==> config.mk <==
export PLATFORM = sky130hd
export DESIGN_NAME = dual_mod_prescaler
export DESIGN_NICKNAME = d
export VERILOG_FILES = /design/src/rtl/psc_pkg.sv /design/src/rtl/psc_cycle_ctr.sv /design/src/rtl/psc_pulse_gen.sv /design/src/rtl/dual_mod_prescaler.sv
export SDC_FILE = /design/constraint.sdc
export NUM_CORES = 1
export LEC_CHECK = 0
export ABC_AREA = 1
export BUFFER_PORTS_ARGS = -buffer_cell sky130_fd_sc_hd__buf_2
export CAP_MARGIN = 10
export CORE_AREA = 3 3 40 42
export CTS_BUF_LIST = sky130_fd_sc_hd__clkbuf_8
export CTS_CLUSTER_SIZE = 16
export DETAILED_ROUTE_END_ITERATION = 7
export DIE_AREA = 0 0 43 45
export GPL_TIMING_DRIVEN = 0
export PLACE_DENSITY = 0.45
export SETUP_SLACK_MARGIN = 0.15
export SYNTH_ARGS = -nofsm -noshare
export SYNTH_HDL_FRONTEND = slang
export SYNTH_SLANG_ARGS = --single-unit
==> constraint.sdc <==
create_clock -name clk_i -period 1.44 [get_ports clk_i]
set_clock_uncertainty 0.15 [all_clocks]
set_input_delay 0.144 -clock clk_i [delete_from_list [all_inputs] [get_ports clk_i]]
set_output_delay 0.144 -clock clk_i [all_outputs]
set_load 0.1 [all_outputs]
==> src/rtl/psc_pkg.sv <==
package psc_pkg;

  // Length in clocks of one division for a given select level.
  function automatic int unsigned psc_len(input int unsigned p,
                                          input int unsigned m,
                                          input logic        low);
    return low ? p : (p + m);
  endfunction

endpackage

==> src/rtl/psc_cycle_ctr.sv <==
module psc_cycle_ctr
  import psc_pkg::*;
#(
  parameter int unsigned P  = 10,
  parameter int unsigned M  = 1,
  parameter int unsigned CW = 4
) (
  input  logic clk_i,
  input  logic rst_i,
  input  logic div_low_i,
  output logic start_o
);

  logic [CW-1:0] cnt_q;
  logic          run_q;
  logic [CW-1:0] load_val;

  // Remaining-count value loaded at a division start; the select is
  // consumed only here, which freezes the ratio for the division.
  generate
    if (M == 0) begin : g_single
      assign load_val = CW'(P - 1);
    end else begin : g_dual
      assign load_val = CW'(psc_len(P, M, div_low_i) - 1);
    end
  endgenerate

  assign start_o = !run_q || (cnt_q == '0);

  always_ff @(posedge clk_i) begin
    if (rst_i) begin
      cnt_q <= '0;
      run_q <= 1'b0;
    end else if (start_o) begin
      cnt_q <= load_val;
      run_q <= 1'b1;
    end else begin
      cnt_q <= cnt_q - 1'b1;
    end
  end

endmodule

==> src/rtl/psc_pulse_gen.sv <==
module psc_pulse_gen (
  input  logic clk_i,
  input  logic rst_i,
  input  logic start_i,
  output logic pulse_o
);

  logic pulse_q;

  always_ff @(posedge clk_i) begin
    if (rst_i) pulse_q <= 1'b0;
    else       pulse_q <= start_i;
  end

  assign pulse_o = pulse_q;

endmodule

==> src/rtl/dual_mod_prescaler.sv <==
module dual_mod_prescaler #(
  parameter int unsigned P = 10,
  parameter int unsigned M = 1
) (
  input  logic clk_i,
  input  logic rst_i,
  input  logic div_low_i,
  output logic pulse_o
);

  localparam int unsigned LMAX = P + M;
  localparam int unsigned CW   = (LMAX < 2) ? 1 : $clog2(LMAX);

  logic start;

  psc_cycle_ctr #(.P(P), .M(M), .CW(CW)) u_ctr (
    .clk_i     (clk_i),
    .rst_i     (rst_i),
    .div_low_i (div_low_i),
    .start_o   (start)
  );

  psc_pulse_gen u_pulse (
    .clk_i   (clk_i),
    .rst_i   (rst_i),
    .start_i (start),
    .pulse_o (pulse_o)
  );

endmodule

==> impl_metrics.ini, run 1 <==
[run_status]
status = finished, final reports clean

[sta]
worst_pin_slew_ns = 0.485
rsz0062_at_grt = false
setup_viol_count_final = 0
slew_violations = 0
post-route-min-period_ns = 1.22
timing.final.crit_share = 0.845
fin_hold_ws_ns = 0.0426
slew_headroom = 0.679
hold_viol_final = 0
finalSetupTns_ns = 0
fmax_ghz = 0.822

[finish]
antenna_cells = 0
utilization = 0.273
design_area_um2 = 350
nets = 44
syn2layout_area_growth_pct = 33.3
multi_input_area_um2 = 126
drive_above_1_share = 0.368
fillers = 142
register_area_um2 = 120

[clock_network]
clk_pin_slew_worst_paths_ns = 0.03
ctsHtreeMaxLevel = 1
postCtsSetupBuffers = 0
clk-insertion-delay-late_ns = 0.22
cts_root_buffer = clkbuf_8
numCtsBuffers = 3
clock_path_buffers = 2
clock_sinks = 6
tritoncts = yes

[die]
rows = 13
ioPinCount = 4
start_util = 0.204
die_w_um = 43
coreArea_um2 = 1280
die_area_um2 = 1940
fp.dieH_um = 45

[synthesis]
yosys_warnings = 0
synth-seq-cells = 6
yosysSeqAreaShare = 0.457
syn_nets = 35
synth_area_um2 = 263
ys_top_cells_by_area = dfxtp_1 46%, nand2_4 8.6%, inv_1 7.1%, nor2_1 5.7%, ha_1 4.8%
yosys.area.top_type_share = 0.457
yosys.area.top_type = dfxtp_1
yosysUniqueCellTypes = 13
syn_avg_cell_area_um2 = 8.48
synthCells = 31

[placement]
placed_cell_area_um2 = 297
place.gp.congestion = 0.667
port_buffers = 3
dp_hpwl_um = 303

[worst_setup_path]
critical_path.max_fanout = 1
cp.arrival_ns = 0.92
path_depth = 1
worst_path_largest_cell_delay_ns = 0.41
crit_chain = buf_2
critical_path_class = flop to output port
startpoint = u_pulse.pulse_o$_SDFF_PP0_
start_kind = flop
crit_family = buffers and inverters
reg2regPathDepth = 6
end_kind = output port
required_ns = 1.15
path_buf_inv = 1
r2r_start = u_ctr.cnt_q[0]$_SDFF_PP0_
crit_slowest_cell = buf_2

[global_route]
grt_pass1_vias = 181
antenna_found_initial = 0
grtUsageTotal = 0.0525
grt_overflow = 0
grt_max_degree = 6
grt_pass1_wl_um = 655

[min_path]
holdCritStartpoint = div_low_i
min_path_cells = 3
hold_class = input port to flop

[power]
power.leakage_nw = 0.166
power.total_mw = 0.545
p_per_area_nw_per_um2 = 1550
ir_drop_mv = 0.320

[drt]
ant_nets = 0
drtIter0Drc = 5
drt_wl_total_um = 405
vias = 198
drc = 0
wl_per_cell_um = 7.64
drtPass1Iterations = 3
viasPerCell = 3.74

[job]
drv_cap = 0
## timing repair
| item | in CTS | in global routing |
|---|---|---|
| endpoints found under the setup margin | 0 | 1 |
| hold buffers | 1 | 0 |
| gates resized for setup | 0 | 1 |
| endpoints found under the hold margin | 1 | 0 |
## where the power goes
part           leakage (nW)  total (mW)  internal, mW  switching, mW
combinational        0.0938       0.105        0.0376         0.0675
sequential           0.0501       0.193         0.183        0.00953
clock                0.0216       0.247         0.179         0.0675
total                 0.166       0.545         0.400          0.144
## cell usage in the layout (no fill, tap or decap)
cell type,synthesis,final
a21oi_1,1,1
a21oi_2,1,1
buf_2,0,3
clkbuf_8,0,3
dfxtp_1,6,6
dlygate4sd3_1,0,1
ha_1,1,1
inv_1,5,5
nand2_1,3,3
nand2_2,2,2
nand2_4,2,2
nand3_1,2,2
nor2_1,4,3
nor2_2,2,3
nor3_1,1,1
xnor2_1,1,1
## state kept, by name, indices dropped and copies added (netlist names)
signal / flops
u_ctr.cnt_q: 4
u_ctr.run_q: 1
u_pulse.pulse_o: 1
## final timing paths
kind / end / slack [ns]
max: pulse_o / 0.22
min: u_ctr.cnt_q[0]$_SDFF_PP0_ / 0.04
max reg2reg: u_ctr.cnt_q[3]$_SDFF_PP0_ / 0.25
min reg2reg: u_pulse.pulse_o$_SDFF_PP0_ / 0.36
## routing by layer
layer  track usage  up-vias  part of all wire
met2        0.0599        6              0.42
met5             0        -                 0
met4        0.0723        0             0.020
met1        0.0531       79              0.48
met3        0.0359        2             0.077
li1              -      111                 -
## metrics by stage
step	setup WS, ns	cells
final	0.223	53
after global routing	0.167	53
after CTS	0.214	53
after detailed placement	0.221	49
after global placement	0.233	49
after floorplan	0.237	31
## cells by family (layout without fill, tap and decap cells)
logic type               count (synthesis)  after routing  synth area share
XOR/XNOR                                 1              1            0.0333
flip-flops                               6              6             0.457
AO/OA/AOI/OAI                            2              2            0.0524
buffers and inverters                    5             12            0.0714
adder cells (fa/ha/maj)                  1              1            0.0476
AND/OR/NAND/NOR                         16             16             0.338
## Yosys cell counts
library cell,n
nor2_1,4
ha_1,1
nand2_1,3
nand2_4,2
a21oi_2,1
nor2_2,2
dfxtp_1,6
nand3_1,2
a21oi_1,1
nand2_2,2
xnor2_1,1
inv_1,5
nor3_1,1
## area by class of cell
cell class / instances / area share
inverter: 5 / 0.0536
clock buffer: 3 / 0.118
multi-input combinational: 20 / 0.361
tap: 15 / 0.0536
sequential: 6 / 0.343
timing repair buffer: 4 / 0.0714
(Power assumes the default switching activity.)
==> run 2, diff against run 1 <==
- ABC_AREA: 1 -> 0
- PLACE_DENSITY: 0.45 -> 0.44
- clock period: 1.44 -> 1.21 ns (I/O delays scaled with it)
==> run 2 against run 1 <==
The run now ends with negative setup slack left. Synthesized cell count fell by 23%. Clock-buffer cell count did not move. Critical path depth rose by 4. Clock power rose by 19%. Flip-flop and latch count did not move. Global-route usage rose by 1.4 points. Final area rose by 13%. Die area did not move. Routed wire length rose by 18%. Hold slack improved by 0.052 ns. Setup slack got worse by 0.48 ns. Cell count fell by 7.5%. Critical path type is now flop to flop. Largest power group unchanged.
==> impl_metrics.ini, run 2 <==
[run_status]
status = finished, violations left
violations = negative setup slack

[finish]
syn2layout_area_growth_pct = 63.4
final-instance-count-excl-fill = 49
antenna_cells = 0
utilization = 0.309
final_cell_mix = 3 x clkbuf_8, 3 x buf_6, 3 x dfxtp_2, 3 x dfxtp_1
nets = 40
fillers = 135
largest_register_ffs = 4
drive_above_1_share = 0.588
top_register = u_ctr.cnt_q
multi_input_area_um2 = 136
register_area_um2 = 124

[die]
fp.dieH_um = 45
rows = 13
die_area_um2 = 1940
ioPinCount = 4
coreArea_um2 = 1280
die_w_um = 43
start_util = 0.189

[power]
power.leakage_nw = 0.171
ir_drop_mv = 0.634
p_per_area_nw_per_um2 = 1700

[drt]
ant_nets = 0
wl_per_cell_um = 9.78
vias = 209
viasPerCell = 4.27
drc = 0
drt_wl_total_um = 479
drtPass1Iterations = 2
drtIter0Drc = 1

[clock_network]
clk-insertion-delay-late_ns = 0.22
ctsHtreeMaxLevel = 1
cts_root_buffer = clkbuf_8
clock_sinks = 6
clk_pin_slew_worst_paths_ns = 0.03
clock_path_buffers = 2
numCtsBuffers = 3
tritoncts = yes

[sta]
setup_viol_count_final = 5
slew_headroom = 0.856
worst_slack_ns = -0.260
timing.final.crit_share = 1.21
hold_viol_final = 0
rsz0062_at_grt = true
slew_violations = 0
finalSetupTns_ns = -1.01
fmax_ghz = 0.680
post-route-min-period_ns = 1.47
worst_pin_slew_ns = 0.215

[global_route]
grtUsageTotal = 0.0666
grt_max_degree = 6
grt_pass1_wl_um = 862
grt_overflow = 0
grt_pass1_vias = 231
antenna_found_initial = 0

[synthesis]
yosys.area.top_type = dfxtp_1
synth_common_cells = 6 x dfxtp_1, 4 x inv_1, 2 x a211oi_1, 2 x nor2_1
synthCells = 24
synth_area_um2 = 243
ys_async_sr_fraction = 0
yosysSeqAreaShare = 0.495
ys_top_cells_by_area = dfxtp_1 49%, a211oi_1 6.2%, inv_1 6.2%, ha_1 5.2%, and4b_1 4.1%
synth-seq-cells = 6
syn_avg_cell_area_um2 = 10.1
synth_edf_count = 0
yosysUniqueCellTypes = 14
ys.flop_type = dfxtp_1
yosys_warnings = 0
syn_nets = 28
yosysMostFrequentCell = dfxtp_1
yosys.area.top_type_share = 0.495

[placement]
dpl.cell_count = 42
post-place-ws_ns = -0.278
dp_hpwl_um = 344
port_buffers = 3
place.gp.congestion = 0.690

[worst_setup_path]
start_kind = flop
crit_slowest_cell = or3b_4
r2r_start = u_ctr.cnt_q[0]$_SDFF_PP0_
critical_path.max_fanout = 4
end_kind = flop
worst_path_largest_cell_delay_ns = 0.38
cp.arrival_ns = 1.43
startpoint = u_ctr.cnt_q[0]$_SDFF_PP0_
crit_chain = inv_2, ha_4, or3b_4, and2_4, and3_4
critical_path_class = flop to flop
required_ns = 1.17

[min_path]
holdCritStartpoint = div_low_i
hold_class = input port to flop

[job]
drv_cap = 0
## run 2: cell types whose count changed in the layout (fill, tap and decap cells not counted), moves of 3 or more
cell,delta
nor2_2,-3
dfxtp_2,+3
buf_6,+3
nand2_1,-3
inv_1,-3
dfxtp_1,-3
## run 2: critical path: cells and delay by family (launching register included)
kind                     cells  cell delay (ns)
adder cells (fa/ha/maj)      1             0.12
buffers and inverters        1             0.06
flip-flops                   1             0.32
AND/OR/NAND/NOR              3             0.72
## run 2: final cells by class
class	instances	share of cell area
clock buffers	3	0.104
inverters	4	0.0379
multi-input cells	14	0.344
flip-flops and latches	6	0.312
well taps	15	0.0473
repair buffers	7	0.155
## run 2: kinds of logic (layout without fill, tap and decap cells)
group	count (synthesis)	count (layout)	synth area share
buf+inv	4	14	0.0618
fa+ha+maj	1	1	0.0515
compound gates	6	6	0.180
flops	6	6	0.495
xor+xnor	1	1	0.0361
simple gates	6	6	0.175
## run 2: worst paths after layout
check                                                 end  slack (ns)  cells after the start
worst min register to register  u_ctr.cnt_q[0]$_SDFF_PP0_        0.30                      1
worst min-delay path            u_ctr.cnt_q[0]$_SDFF_PP0_         0.1                      3
worst max register to register  u_ctr.cnt_q[2]$_SDFF_PP0_       -0.26                      5
worst max-delay path            u_ctr.cnt_q[2]$_SDFF_PP0_       -0.26                      5
## run 2: through the flow
step                      power, mW  cell area [um^2]  hold slack (ns)
after floorplan               0.328               275           0.0283
after global placement        0.348               309            0.202
after detailed placement      0.351               309            0.210
after CTS                     0.684               397           0.0956
after global routing          0.716               397            0.113
final                         0.673               397           0.0950
## run 2: power breakdown
group          switching, mW  internal [mW]
Combinational         0.0678         0.0777
Sequential            0.0148          0.220
Clock                 0.0798          0.213
## run 2: timing repair
item,4_1_cts,5_1_grt
hold buffers,1,0
pin swaps,3,1
gates resized for setup,5,0
setup endpoints to repair,6,5
setup buffers,3,0
endpoints found under the hold margin,5,0
## run 2: routing by layer
layer | up-vias | track usage | wire (um)
met3 | 2 | 0.0120 | 20
met5 | - | 0 | 0
met1 | 98 | 0.0553 | 187
met4 | 0 | 0.108 | 32
li1 | 104 | - | -
met2 | 5 | 0.108 | 239
==> run 3, diff against run 2 <==
- ABC_AREA: 0 -> 1
- CTS_BUF_LIST: sky130_fd_sc_hd__clkbuf_8 -> sky130_fd_sc_hd__clkbuf_4 sky130_fd_sc_hd__clkbuf_8 sky130_fd_sc_hd__clkbuf_16
- PLACE_DENSITY: 0.44 -> 0.45
==> run 3 against run 2 <==
The flow now finishes without violations. Fmax grew 34%. Combinational power is 18% higher. Critical path depth increased by 2. Setup slack better by 0.37 ns. Largest power group is now registers.
==> impl_metrics.ini, run 3 (synthesis results as in run 1) <==
[clock_network]
ctsHtreeMaxLevel = 1
tritoncts = yes
cts_root_buffer = clkbuf_4
clock_path_buffers = 2
numCtsBuffers = 3
clk-insertion-delay-late_ns = 0.24
clk_pin_slew_worst_paths_ns = 0.05
clock_sinks = 6

[drt]
wl_met3_um = 17
wl_per_cell_um = 8.51
vias = 219
drtPass1Iterations = 2
m1WireLength_um = 174
routed.top_layer = met4
drc = 0
viasPerCell = 3.98
drtIter0Drc = 2
drt_wl_total_um = 468
wl_met2_um = 270
ant_nets = 0

[min_path]
min_path_cells = 1
hold_end = u_pulse.pulse_o$_SDFF_PP0_
holdCritStartpoint = u_ctr.run_q$_SDFFE_PP0P_
hold_class = flop to flop

[worst_setup_path]
cpMostUsedCell = nand2_4
critical_path_class = flop to flop
required_ns = 1.19
start_kind = flop
rr_endpoint = u_ctr.cnt_q[1]$_SDFF_PP0_
crit_slowest_cell = dfxtp_2
rrSetupSlack_ns = 0.11
worst_path_largest_cell_delay_ns = 0.32
crit_chain = inv_4, ha_4, nand2_4, nand2_4, nand2_4, nand2_2, nor2_2
r2r_start = u_ctr.cnt_q[0]$_SDFF_PP0_
cp.arrival_ns = 1.08
end_kind = flop
reg2regPathDepth = 7
critical_path.max_fanout = 4

[global_route]
grtUsageTotal = 0.0626
antenna_found_initial = 0
grt_pass1_vias = 219
grt_overflow = 0
grt_max_degree = 6
grt_pass1_wl_um = 821

[placement]
place.gp.congestion = 0.684
port_buffers = 3
dpl.cell_count = 49
dp_hpwl_um = 345

[sta]
finalSetupTns_ns = 0
post-route-min-period_ns = 1.10
rsz0062_at_grt = true
worst_pin_slew_ns = 0.169
slew_headroom = 0.887
setup_viol_count_final = 0
hold_viol_final = 0
slew_violations = 0
timing.final.crit_share = 0.907
fmax_ghz = 0.911

[finish]
top_register = u_ctr.cnt_q
final-instance-count-excl-fill = 55
drive_above_1_share = 0.550
largest_register_ffs = 4
fillers = 142
nets = 46
antenna_cells = 0
syn2layout_area_growth_pct = 51.9
utilization = 0.311

[die]
ioPinCount = 4
coreArea_um2 = 1280
fp.dieH_um = 45
die_w_um = 43
die_area_um2 = 1940
rows = 13
start_util = 0.204

[run_status]
status = finished, final reports clean

[power]
power.total_mw = 0.590
p_per_area_nw_per_um2 = 1480
power.leakage_nw = 0.178
ir_drop_mv = 0.439

[job]
drv_cap = 0
==> run 3: cell types whose count changed in the layout (fill, tap and decap cells not counted), sizes merged, moves of 2 or more <==
cell,previous run,this run
nor2,2,6
buf,6,4
a211oi,2,0
nand2,0,7
nand3,0,2
==> run 3: per-layer routing <==
| layer | global-route usage | vias up |
|---|---|---|
| met5 | 0 | - |
| li1 | - | 113 |
| met2 | 0.105 | 3 |
| met1 | 0.0534 | 101 |
| met3 | 0.0239 | 2 |
| met4 | 0.0723 | 0 |
==> run 3: per-stage QoR <==
stage	setup slack, ns	hold slack, ns	cell area, um^2
3_3_place_gp	0.115	0.194	319
4_1_cts	0.107	0.379	380
2_1_floorplan	0.153	0.0327	285
5_1_grt	0.0673	0.418	399
3_5_place_dp	0.107	0.203	319
6_report	0.112	0.381	399
==> run 3: how the worst max path moves through the flow <==
stage | to | slack, ns | depth (start not counted) | startpoint
2_1_floorplan | u_ctr.cnt_q[1]$_SDFF_PP0_ | 0.15 | 6 | u_ctr.cnt_q[1]$_SDFF_PP0_
3_3_place_gp | u_ctr.cnt_q[1]$_SDFF_PP0_ | 0.11 | 6 | u_ctr.cnt_q[0]$_SDFF_PP0_
3_5_place_dp | u_ctr.cnt_q[1]$_SDFF_PP0_ | 0.11 | 6 | u_ctr.cnt_q[1]$_SDFF_PP0_
4_1_cts | u_ctr.cnt_q[1]$_SDFF_PP0_ | 0.11 | 7 | u_ctr.cnt_q[0]$_SDFF_PP0_
5_1_grt | u_ctr.cnt_q[1]$_SDFF_PP0_ | 0.07 | 7 | u_ctr.cnt_q[0]$_SDFF_PP0_
6_report | u_ctr.cnt_q[1]$_SDFF_PP0_ | 0.11 | 7 | u_ctr.cnt_q[0]$_SDFF_PP0_
==> run 3: worst max-delay path, delay by kind of cell, from the launching register on <==
family	cells	cell delay [ns]
buffers and inverters	1	0.07
adders and majority gates	1	0.15
DFF	1	0.32
and+or+nand+nor	5	0.31
==> run 3: layout make-up <==
type,count,area [um^2],share of cell area
well taps,15,18.8,0.0470
flip-flops and latches,6,124,0.310
inverters,5,21.3,0.0533
clock buffers,3,22.5,0.0564
repair buffers,6,61.3,0.154
multi-input cells,20,151,0.379
==> run 3: what timing repair did <==
item	in CTS	in global routing
buffers inserted	1	0
pin swaps	1	1
hold endpoints to repair	6	0
hold buffers	2	0
setup endpoints to repair	4	5
gates resized for setup	3	7
==> run 3: report_power, final <==
group          leakage, nW  internal, mW  switching, mW
sequential          0.0508         0.220         0.0161
combinational        0.114        0.0758         0.0973
clock               0.0138         0.112         0.0692
